--- config.mk ---
export PLATFORM = sky130hd
export DESIGN_NAME = mpf_flush_seq
export DESIGN_NICKNAME = d
export VERILOG_FILES = /design/src/rtl/mpf_pkg.sv /design/src/rtl/mpf_rst_sync.sv /design/src/rtl/mpf_scan_ctrl.sv /design/src/rtl/mpf_entry_edit.sv /design/src/rtl/mpf_flush_seq.sv
export SDC_FILE = /design/constraint.sdc
export NUM_CORES = 1
export LEC_CHECK = 0
export ABC_AREA = 0
export BUFFER_PORTS_ARGS = -buffer_cell sky130_fd_sc_hd__buf_2
export CAP_MARGIN = 30
export CORE_ASPECT_RATIO = 0.8
export CORE_UTILIZATION = 38
export CTS_CLUSTER_DIAMETER = 200
export DETAILED_ROUTE_END_ITERATION = 10
export PLACE_DENSITY = 0.82
export SLEW_MARGIN = 20
export SYNTH_ARGS = -nofsm -noshare
export SYNTH_HDL_FRONTEND = slang
export SYNTH_SLANG_ARGS = --single-unit
--- constraint.sdc ---
create_clock -name clk -period 1.5 [get_ports clk]
set_clock_uncertainty 0.1 [all_clocks]
set_input_delay 0.3 -clock clk [delete_from_list [all_inputs] [get_ports clk]]
set_output_delay 0.3 -clock clk [all_outputs]
set_load 0.01 [all_outputs]
--- src/rtl/mpf_pkg.sv ---
package mpf_pkg;
  // Field positions inside one table entry; neighbours decode these.
  localparam int TYPE_LSB   = 60;
  localparam int VLAN_LSB   = 48;
  localparam int VLAN_W     = 12;
  localparam int ADDR_W     = 48;
  localparam int MCAST_BIT  = 40;
  localparam int SUPER_BIT  = 65;
  localparam int PMASK_LSB  = 66;

  typedef enum logic [1:0] {
    ENT_FREE      = 2'd0,
    ENT_ADDR      = 2'd1,
    ENT_VLAN      = 2'd2,
    ENT_VLAN_ADDR = 2'd3
  } ent_type_e;

  typedef enum logic [1:0] {
    SC_IDLE = 2'd0,
    SC_READ = 2'd1,
    SC_DECIDE = 2'd2
  } scan_state_e;
endpackage

--- src/rtl/mpf_rst_sync.sv ---
module mpf_rst_sync (
  input  logic clk,
  input  logic rst_n,
  output logic rst_n_sync
);
  logic stage_q;
  logic out_q;

  always_ff @(posedge clk or negedge rst_n) begin
    if (!rst_n) begin
      stage_q <= 1'b0;
      out_q   <= 1'b0;
    end else begin
      stage_q <= 1'b1;
      out_q   <= stage_q;
    end
  end

  assign rst_n_sync = out_q;
endmodule

--- src/rtl/mpf_scan_ctrl.sv ---
module mpf_scan_ctrl
  import mpf_pkg::*;
#(
  parameter int DEPTH = 16,
  localparam int AW = (DEPTH > 1) ? $clog2(DEPTH) : 1
) (
  input  logic          clk,
  input  logic          rst_n,
  input  logic          start,
  output logic [AW-1:0] idx,
  output logic          rd_slot,
  output logic          decide_slot,
  output logic          busy,
  output logic          done,
  output logic          launch
);
  localparam logic [AW-1:0] LAST_IDX = AW'(DEPTH - 1);

  scan_state_e   state_q, state_d;
  logic [AW-1:0] idx_q, idx_d;
  logic          done_q, done_d;
  logic          idx_en;

  always_comb begin
    state_d = state_q;
    idx_d   = idx_q;
    idx_en  = 1'b0;
    done_d  = 1'b0;
    launch  = 1'b0;
    unique case (state_q)
      SC_IDLE: begin
        if (start) begin
          state_d = SC_READ;
          idx_d   = '0;
          idx_en  = 1'b1;
          launch  = 1'b1;
        end
      end
      SC_READ: state_d = SC_DECIDE;
      SC_DECIDE: begin
        if (idx_q == LAST_IDX) begin
          state_d = SC_IDLE;
          done_d  = 1'b1;
        end else begin
          state_d = SC_READ;
          idx_d   = idx_q + 1'b1;
          idx_en  = 1'b1;
        end
      end
      default: state_d = SC_IDLE;
    endcase
  end

  always_ff @(posedge clk or negedge rst_n) begin
    if (!rst_n) begin
      state_q <= SC_IDLE;
      done_q  <= 1'b0;
    end else begin
      state_q <= state_d;
      done_q  <= done_d;
    end
  end

  always_ff @(posedge clk or negedge rst_n) begin
    if (!rst_n) begin
      idx_q <= '0;
    end else if (idx_en) begin
      idx_q <= idx_d;
    end
  end

  assign idx         = idx_q;
  assign rd_slot     = (state_q == SC_READ);
  assign decide_slot = (state_q == SC_DECIDE);
  assign busy        = (state_q != SC_IDLE);
  assign done        = done_q;

  // done is a lone pulse and arrives while idle
  p_done_single_r12: assert property (@(posedge clk) disable iff (!rst_n)
    done_q |=> !done_q);
  p_done_idle_r12: assert property (@(posedge clk) disable iff (!rst_n)
    done_q |-> (state_q == SC_IDLE));
  // a start during a read slot does not disturb the scan
  p_start_ignored_r2: assert property (@(posedge clk) disable iff (!rst_n)
    (state_q == SC_READ && start) |=> (state_q == SC_DECIDE && $stable(idx_q)));
  // a decision slot always follows a read slot
  p_read_then_decide_r3: assert property (@(posedge clk) disable iff (!rst_n)
    (state_q == SC_READ) |=> (state_q == SC_DECIDE));
endmodule

--- src/rtl/mpf_entry_edit.sv ---
module mpf_entry_edit
  import mpf_pkg::*;
#(
  parameter int NUM_PORTS = 3,
  localparam int EW = PMASK_LSB + NUM_PORTS
) (
  input  logic [EW-1:0]        entry_in,
  input  logic [NUM_PORTS-1:0] flush_mask,
  input  logic [VLAN_W-1:0]    vid,
  input  logic                 all_vlan,
  output logic                 write_back,
  output logic [EW-1:0]        entry_out
);
  ent_type_e            etype;
  logic                 is_addr_class;
  logic                 vlan_ok;
  logic                 is_mcast;
  logic                 is_super;
  logic                 is_bcast;
  logic [NUM_PORTS-1:0] pmask;
  logic [NUM_PORTS-1:0] remain;
  logic                 hit;
  logic                 modify;

  always_comb begin
    etype         = ent_type_e'(entry_in[TYPE_LSB +: 2]);
    is_addr_class = (etype == ENT_ADDR) || (etype == ENT_VLAN_ADDR);
    vlan_ok       = all_vlan || (entry_in[VLAN_LSB +: VLAN_W] == vid);
    is_mcast      = entry_in[MCAST_BIT];
    is_super      = entry_in[SUPER_BIT];
    is_bcast      = &entry_in[ADDR_W-1:0];
    pmask         = entry_in[PMASK_LSB +: NUM_PORTS];
    hit           = |(pmask & flush_mask);
    remain        = pmask & ~flush_mask;
    modify        = is_mcast && !is_super && !is_bcast && hit;
    write_back    = is_addr_class && vlan_ok;

    entry_out = entry_in;
    if (modify) begin
      if (remain == '0) begin
        entry_out[TYPE_LSB +: 2] = ENT_FREE;
      end else begin
        entry_out[PMASK_LSB +: NUM_PORTS] = remain;
      end
    end
  end
endmodule

--- src/rtl/mpf_flush_seq.sv ---
module mpf_flush_seq
  import mpf_pkg::*;
#(
  parameter int NUM_PORTS = 3,
  parameter int DEPTH     = 16,
  localparam int AW = (DEPTH > 1) ? $clog2(DEPTH) : 1,
  localparam int EW = PMASK_LSB + NUM_PORTS
) (
  input  logic                 clk,
  input  logic                 rst_n,
  input  logic                 start_i,
  input  logic [NUM_PORTS-1:0] flush_mask_i,
  input  logic [VLAN_W-1:0]    vid_i,
  input  logic                 all_vlan_i,
  output logic                 busy_o,
  output logic                 done_o,
  output logic [AW-1:0]        tbl_addr_o,
  output logic                 tbl_rd_en_o,
  input  logic [EW-1:0]        tbl_rd_data_i,
  output logic                 tbl_wr_en_o,
  output logic [EW-1:0]        tbl_wr_data_o
);
  logic                 rst_n_s;
  logic                 rd_slot;
  logic                 decide_slot;
  logic                 launch;
  logic                 write_back;
  logic [EW-1:0]        edited;
  logic [NUM_PORTS-1:0] fmask_q;
  logic [VLAN_W-1:0]    vid_q;
  logic                 allv_q;

  mpf_rst_sync u_rst_sync (
    .clk        (clk),
    .rst_n      (rst_n),
    .rst_n_sync (rst_n_s)
  );

  mpf_scan_ctrl #(.DEPTH(DEPTH)) u_scan (
    .clk         (clk),
    .rst_n       (rst_n_s),
    .start       (start_i),
    .idx         (tbl_addr_o),
    .rd_slot     (rd_slot),
    .decide_slot (decide_slot),
    .busy        (busy_o),
    .done        (done_o),
    .launch      (launch)
  );

  // request parameters captured only when a scan is launched
  always_ff @(posedge clk or negedge rst_n_s) begin
    if (!rst_n_s) begin
      fmask_q <= '0;
      vid_q   <= '0;
      allv_q  <= 1'b0;
    end else if (launch) begin
      fmask_q <= flush_mask_i;
      vid_q   <= vid_i;
      allv_q  <= all_vlan_i;
    end
  end

  mpf_entry_edit #(.NUM_PORTS(NUM_PORTS)) u_edit (
    .entry_in   (tbl_rd_data_i),
    .flush_mask (fmask_q),
    .vid        (vid_q),
    .all_vlan   (allv_q),
    .write_back (write_back),
    .entry_out  (edited)
  );

  assign tbl_rd_en_o   = rd_slot;
  assign tbl_wr_en_o   = decide_slot && write_back;
  assign tbl_wr_data_o = edited;

  // idle and quiet straight out of reset
  p_quiet_reset_r1: assert property (@(posedge clk) disable iff (!rst_n_s)
    $rose(rst_n_s) |-> (!busy_o && !done_o && !tbl_rd_en_o && !tbl_wr_en_o));
  // a write targets the address read one cycle earlier
  p_wr_follows_rd_r3: assert property (@(posedge clk) disable iff (!rst_n_s)
    tbl_wr_en_o |-> ($past(tbl_rd_en_o) && tbl_addr_o == $past(tbl_addr_o)));
  // only address-class entries are written
  p_wr_type_r4: assert property (@(posedge clk) disable iff (!rst_n_s)
    tbl_wr_en_o |-> (tbl_rd_data_i[TYPE_LSB +: 2] == ENT_ADDR ||
                     tbl_rd_data_i[TYPE_LSB +: 2] == ENT_VLAN_ADDR));
  // VLAN filter holds when the bypass flag is clear
  p_vlan_filter_r5: assert property (@(posedge clk) disable iff (!rst_n_s)
    (tbl_wr_en_o && !allv_q) |-> (tbl_rd_data_i[VLAN_LSB +: VLAN_W] == vid_q));
  // unicast entries come back unchanged
  p_ucast_kept_r6: assert property (@(posedge clk) disable iff (!rst_n_s)
    (tbl_wr_en_o && !tbl_rd_data_i[MCAST_BIT]) |-> (tbl_wr_data_o == tbl_rd_data_i));
  // supervisory entries come back unchanged
  p_super_kept_r7: assert property (@(posedge clk) disable iff (!rst_n_s)
    (tbl_wr_en_o && tbl_rd_data_i[SUPER_BIT]) |-> (tbl_wr_data_o == tbl_rd_data_i));
  // broadcast entries come back unchanged
  p_bcast_kept_r8: assert property (@(posedge clk) disable iff (!rst_n_s)
    (tbl_wr_en_o && (&tbl_rd_data_i[ADDR_W-1:0])) |-> (tbl_wr_data_o == tbl_rd_data_i));
  // a rewritten port mask never gains a port
  p_mask_subset_r10: assert property (@(posedge clk) disable iff (!rst_n_s)
    tbl_wr_en_o |-> ((tbl_wr_data_o[PMASK_LSB +: NUM_PORTS] &
                      ~tbl_rd_data_i[PMASK_LSB +: NUM_PORTS]) == '0));
  // freeing only happens when no port would remain
  p_free_when_empty_r11: assert property (@(posedge clk) disable iff (!rst_n_s)
    (tbl_wr_en_o && tbl_wr_data_o[TYPE_LSB +: 2] == ENT_FREE) |->
      ((tbl_rd_data_i[PMASK_LSB +: NUM_PORTS] & ~fmask_q) == '0));
endmodule

==> results of run 1 <==
-- repair_timing --
| action | CTS | global route |
|---|---|---|
| hold buffers | 1 | 0 |
| setup buffers | 4 | 3 |
| endpoints found under the setup margin | 8 | 25 |
| hold endpoints to repair | 2 | 0 |
| pin swaps | 10 | 7 |
| resized for setup | 26 | 24 |
-- worst max-delay path, delay by kind of cell, from the launching register on --
family,cells,cell delay (ps)
AO/OA/AOI/OAI,1,60
XOR/XNOR,1,150
buffers and inverters,2,290
flip-flops,1,390
AND/OR/NAND/NOR,2,380
-- per-stage QoR --
step,hold slack [ps],power [uW],area (um2)
global placement,-15.17,2601,2451
floorplan,-95.59,2077,1828
detailed placement,-12.37,2652,2451
finish,33.15,3533,2789
global route,65.56,3777,2789
CTS,46.85,3275,2656
-- power groups by stage --
stage	clock network (uW)	logic, uW	registers [uW]
after floorplan	0	905	1170
after global placement	0	1450	1150
after detailed placement	0	1490	1160
after CTS	407	1710	1160
after global routing	433	2110	1240
final	385	1950	1200
-- registers in the layout, summed over array words and instances, names as in the netlist --
signal,cells
u_rst_sync.stage_q,1
fmask_q,3
u_scan.state_q,2
allv_q,1
vid_q,12
u_rst_sync.rst_n_sync,1
u_scan.idx,4
u_scan.done,1
-- logic make-up after synthesis --
kind of cell | after synthesis
multiplexers | 18
other | 1
AO/OA/AOI/OAI | 12
adder cells (fa/ha/maj) | 1
flip-flops | 25
buffers and inverters | 68
AND/OR/NAND/NOR | 42
XOR/XNOR | 14
-- cells in the final DEF, fill, tap and decap left out, types with 3 or more instances in the layout --
| master | synthesis | routed |
|---|---|---|
| buf_2 | 0 | 153 |
| buf_4 | 65 | 31 |
| dfrtp_1 | 25 | 23 |
| xor2_1 | 14 | 14 |
| mux2_4 | 0 | 14 |
| nand4_1 | 12 | 12 |
| buf_6 | 0 | 11 |
| nand2_2 | 0 | 4 |
| inv_1 | 3 | 3 |
| nor4_1 | 6 | 3 |
| and2b_1 | 3 | 3 |
| nor2_1 | 3 | 3 |
| mux2_2 | 17 | 3 |
| clkbuf_8 | 0 | 3 |
-- synth_stat cells, types with 2 or more instances --
cell	instances
inv_1	3
nor2_1	3
buf_4	65
a21boi_0	2
nor4_1	6
nand2b_1	2
o21ai_0	2
xor2_1	14
nand2_1	5
a41oi_1	2
a31oi_1	2
and2b_1	3
mux2_2	17
dfrtp_1	25
nand3_1	4
nand4_1	12
-- metal layers --
| layer | GRT usage, % | vias up |
|---|---|---|
| met2 | 34.48 | 55 |
| met3 | 4.058 | 4 |
| li1 | - | 836 |
| met1 | 24.55 | 829 |
| met5 | 0 | - |
| met4 | 3.409 | 0 |
-- cell type report --
class | count | area, um2
multi-input combinational | 88 | 877.1
clock buffer | 4 | 45.04
inverter | 3 | 11.26
tap | 60 | 75.07
sequential | 25 | 628.1
fill | 411 | 1780
timing repair buffer | 197 | 1152
-- how the worst max path moves through the flow --
stage                 startpoint           endpoint  slack [ps]
6_report                vid_q[7]        tbl_wr_en_o        -440
2_1_floorplan  tbl_rd_data_i[30]  tbl_wr_data_o[66]         -40
3_5_place_dp    tbl_rd_data_i[6]  tbl_wr_data_o[60]        -580
5_1_grt                 vid_q[7]        tbl_wr_en_o        -540
3_3_place_gp    tbl_rd_data_i[6]  tbl_wr_data_o[60]        -550
4_1_cts                 vid_q[7]        tbl_wr_en_o        -490
==> impl_metrics.env, run 1 <==
export IMPL_setup_violations=24
export IMPL_routed_top_layer="met4"
export IMPL_pwr_share_clk_pct=10.9
export IMPL_synthXorXnorAreaFrac_pct=6.777
export IMPL_status="complete, but fails checks"
export IMPL_cellPowerDensity_nw_per_um2=1267
export IMPL_yosysTopAreaCell="dfrtp_1"
export IMPL_hold_viol_final=0
export IMPL_switchingPower_uw=1183
export IMPL_grt_pass1_vias=1659
export IMPL_worst_slack_ps=-442.2
export IMPL_worstSetupPathType="reg2out"
export IMPL_cp_arrival_ps=1540
export IMPL_gp_congestion=0.8657
export IMPL_report_final_slew_viol_count=0
export IMPL_grt_ovfl_total=0
export IMPL_cts_root_buf="clkbuf_8"
export IMPL_tns_ps=-3918
export IMPL_num_antenna_cells=0
export IMPL_cpPeakStageDelay_ps=390
export IMPL_rsz0062_at_grt="true"
export IMPL_die_w_um=79.15
export IMPL_stdcell_count=377
export IMPL_clk_latency_ps=260
export IMPL_cts_sinks=25
export IMPL_ys_ff_latch=25
export IMPL_peakVddDrop_mv=1.040
export IMPL_r2r_cells=6
export IMPL_cap_viol_max_count=0
export IMPL_swShare_pct=33.49
export IMPL_ff2ff_setup_slack_ps=-130
export IMPL_row_count=22
export IMPL_fin_crit_sh_pct=129.5
export IMPL_violations="setup timing"
export IMPL_worst_path_max_fanout=2
export IMPL_syn2layout_area_growth_pct=54.15
export IMPL_start_util_pct=39.59
export IMPL_path_clk_slew_ps=80
export IMPL_slowest_stage="dfrtp_1"
export IMPL_dieArea_um2=5043
export IMPL_track_usage_pct=19.51
export IMPL_synth_mux_area_share_pct=11.13
export IMPL_comb_power_share_pct=55.1
export IMPL_dr_first_iter_drc_count=18
export IMPL_ys_warn_count=0
export IMPL_post_synth_inst_count=181
export IMPL_htreeDepth=1
export IMPL_crit_chain="xor2_1, nor4_2, buf_4, a31oi_1, nor2_1, buf_2"
export IMPL_regToRegEndpoint="vid_q[7]"
export IMPL_yosysTopAreaCellShare_pct=34.58
export IMPL_hp_class="reg2async"
export IMPL_max_freq_mhz=514.9
export IMPL_nets=407
export IMPL_dr_total_vias=1724
export IMPL_die_h_um=63.72
export IMPL_cts_path_max_buffers=2
export IMPL_synthSimpleGateAreaFrac_pct=14.18
export IMPL_wl_met2_um=2754
export IMPL_io_buffers=158
export IMPL_antenna_found_initial=0
export IMPL_crit_reg2reg_launch="u_scan.state_q[0]"
export IMPL_dp_slack_ps=-583.6
export IMPL_drc=0
export IMPL_syn_num_nets=270
export IMPL_synth_area_um2=1809
export IMPL_cp_start_kind="flop"
export IMPL_post_drt_wl_per_cell_um=13.94
export IMPL_ys_seq_area_share_pct=34.58
export IMPL_met1_length_um=2248
export IMPL_synth_avg_cell_area_um2=9.996
export IMPL_required_ps=1100
export IMPL_synth_edff_count=0
export IMPL_synth_top_flop_cell="dfrtp_1"
export IMPL_synth_top_family_by_area="buffers and inverters"
export IMPL_fin_util_pct=61.04
export IMPL_ant_nets=0
export IMPL_ys_top_cells_by_area="dfrtp_1 (35%), buf_4 (27%), mux2_2 (11%)"
export IMPL_grt_pass1_wl_um=7617
export IMPL_synth_compound_area_share_pct=4.841
export IMPL_dpl_cell_count=365
export IMPL_routed_wl_um=5255
export IMPL_io_pin_count=165
export IMPL_drtPass1Iterations=4
export IMPL_hpwlAfterDp_um=4127
export IMPL_cts_made_buffers=3
export IMPL_wl_met3_um=227
export IMPL_drive_gt1_share_pct=76.03
export IMPL_period_minus_slack_ps=1942
export IMPL_leakagePower_uw=0.001500
export IMPL_async_flop_share_pct=100.0
export IMPL_vias_per_cell=4.573
export IMPL_cts_tree="done"
export IMPL_ys_types=30
export IMPL_grt_max_degree=19
export IMPL_coreArea_um2=4569
export IMPL_synth_adder_area_share_pct=0.6916
export IMPL_seq_power_share_pct=34.0
export IMPL_cp_end_kind="primary output"
export IMPL_p_int_uw=2350
Power figures use the tool's default switching activity.
==> inputs of run 2 (changes only) <==
--- a/config.mk
+++ b/config.mk
@@ -13,6 +13,7 @@
 export CTS_CLUSTER_DIAMETER = 200
 export DETAILED_ROUTE_END_ITERATION = 10
 export PLACE_DENSITY = 0.82
+export SETUP_SLACK_MARGIN = 0.15
 export SLEW_MARGIN = 20
 export SYNTH_ARGS = -nofsm -noshare
 export SYNTH_HDL_FRONTEND = slang
==> constraint.sdc (replaced) <==
create_clock -name clk -period 1.9 [get_ports clk]
set_clock_uncertainty 0.1 [all_clocks]
set_input_delay 0.38 -clock clk [delete_from_list [all_inputs] [get_ports clk]]
set_output_delay 0.38 -clock clk [all_outputs]
set_load 0.01 [all_outputs]
==> impl_metrics.env, run 2 (synthesized netlist as in run 1, its figures left out) <==
export IMPL_status="complete, but fails checks"
export IMPL_violations="setup timing"
export IMPL_nets=385
export IMPL_die_w_um=79.15
export IMPL_cts_sinks=25
export IMPL_cp_end_kind="primary output"
export IMPL_routed_wl_um=4849
export IMPL_r2r_cells=5
export IMPL_coreArea_um2=4569
export IMPL_io_pin_count=165
export IMPL_drc=0
export IMPL_cts_root_buf="clkbuf_8"
export IMPL_cp_start_kind="flop"
export IMPL_crit_reg2reg_launch="u_scan.idx[1]"
export IMPL_finalPower_uw=2309
export IMPL_max_freq_mhz=498.2
export IMPL_antenna_found_initial=0
export IMPL_worst_path_max_fanout=2
export IMPL_grt_max_degree=19
export IMPL_syn2layout_area_growth_pct=40.11
export IMPL_io_buffers=158
export IMPL_grt_ovfl_total=0
export IMPL_peakVddDrop_mv=0.6507
export IMPL_cts_made_buffers=3
export IMPL_htreeDepth=1
export IMPL_dieArea_um2=5043
export IMPL_row_count=22
export IMPL_rsz0062_at_grt="true"
export IMPL_ff2ff_setup_slack_ps=270
export IMPL_path_clk_slew_ps=80
export IMPL_place_area_um2=2285
export IMPL_hp_class="reg2async"
export IMPL_setup_violations=6
export IMPL_final_cell_mix="buf_2 (145), dfrtp_1 (25), mux2_2 (17)"
export IMPL_drive_gt1_share_pct=71.53
export IMPL_hold_viol_final=0
export IMPL_ant_nets=0
export IMPL_drtPass1Iterations=4
export IMPL_gp_congestion=0.8821
export IMPL_hpwlAfterDp_um=3854
export IMPL_fin_crit_sh_pct=105.6
export IMPL_post_drt_wl_per_cell_um=13.66
export IMPL_grt_pass1_wl_um=7355
export IMPL_whs_ps=33.48
export IMPL_report_final_slew_viol_count=0
export IMPL_cts_tree="done"
export IMPL_worstSetupPathType="reg2out"
export IMPL_regToRegEndpoint="u_scan.idx[1]"
export IMPL_tns_ps=-309.0
export IMPL_final_area_um2=2535
export IMPL_required_ps=1420
export IMPL_period_minus_slack_ps=2007
export IMPL_top_register="vid_q"
export IMPL_die_h_um=63.72
export IMPL_leakagePower_uw=0.001354
export IMPL_worst_slack_ps=-107.2
export IMPL_cellPowerDensity_nw_per_um2=910.9
export IMPL_start_util_pct=39.59
export IMPL_dr_first_iter_drc_count=42
export IMPL_num_antenna_cells=0
export IMPL_track_usage_pct=18.83
export IMPL_vias_per_cell=4.569
export IMPL_cts_path_max_buffers=2
export IMPL_dr_total_vias=1622
export IMPL_cap_viol_max_count=0
export IMPL_grt_pass1_vias=1553
export IMPL_cp_arrival_ps=1530
export IMPL_clk_latency_ps=260
export IMPL_final_common_cell="buf_2"
export IMPL_largest_reg_flops=12
==> run 2: cell types whose count changed in the layout (fill, tap and decap cells not counted), sizes merged <==
cell | before | now
buf | 196 | 174
==> run 2: worst max-delay path by stage <==
stage	startpoint	end	slack, ps	cells past startpoint
after global routing	vid_q[3]	tbl_wr_en_o	-190	5
after floorplan	tbl_rd_data_i[30]	tbl_wr_data_o[66]	200	4
final	vid_q[9]	tbl_wr_en_o	-110	5
after CTS	vid_q[2]	tbl_wr_en_o	-90	5
after global placement	tbl_rd_data_i[6]	tbl_wr_data_o[61]	-330	6
after detailed placement	tbl_rd_data_i[3]	tbl_wr_data_o[66]	-270	6
==> run 2: cell type report <==
| type | count | area [um2] |
|---|---|---|
| multi-input cells | 88 | 775.7 |
| inverters | 3 | 11.26 |
| clock buffers | 4 | 45.04 |
| well taps | 60 | 75.07 |
| fillers | 423 | 2034 |
| repair buffers | 175 | 1002 |
| flip-flops and latches | 25 | 625.6 |
==> run 2: through the flow <==
stage          worst slack, ps  utilization (%)  std cells
6_report                -107.2            55.48        355
5_1_grt                 -188.2            55.48        355
4_1_cts                 -87.78            54.05        353
3_5_place_dp            -265.3            50.00        347
3_3_place_gp            -333.2            50.00        347
2_1_floorplan            201.3                -        181
==> run 2: report_power, final <==
group          internal [uW]  leakage (uW)  total, uW  switching [uW]
combinational            601       0.00103       1050             451
clock                    150     0.0000228        306             156
sequential               753      0.000304        952             199
==> run 2: critical path: stages, from the launching register on <==
cell     delay (ps)
dfrtp_1         400
xor2_1          170
nor4_2          320
a31oi_1         130
nor2_1          110
buf_2           130
==> run 2: layer usage <==
| metal | up-vias | wire length, um | part of all wire, % | GRT usage, % |
|---|---|---|---|---|
| met2 | 60 | 2488 | 51 | 33.41 |
| met1 | 768 | 2102 | 43 | 24.01 |
| met3 | 4 | 237 | 4.9 | 3.478 |
| met5 | - | 0 | 0 | 0 |
| li1 | 790 | - | - | - |
| met4 | 0 | 21 | 0.43 | 2.955 |
==> run 2: timing repair <==
action,4_1_cts,5_1_grt
pin swaps,10,8
hold endpoints to repair,2,0
setup buffers,1,2
endpoints found under the setup margin,6,7
hold buffers,1,0
gates resized for setup,21,9
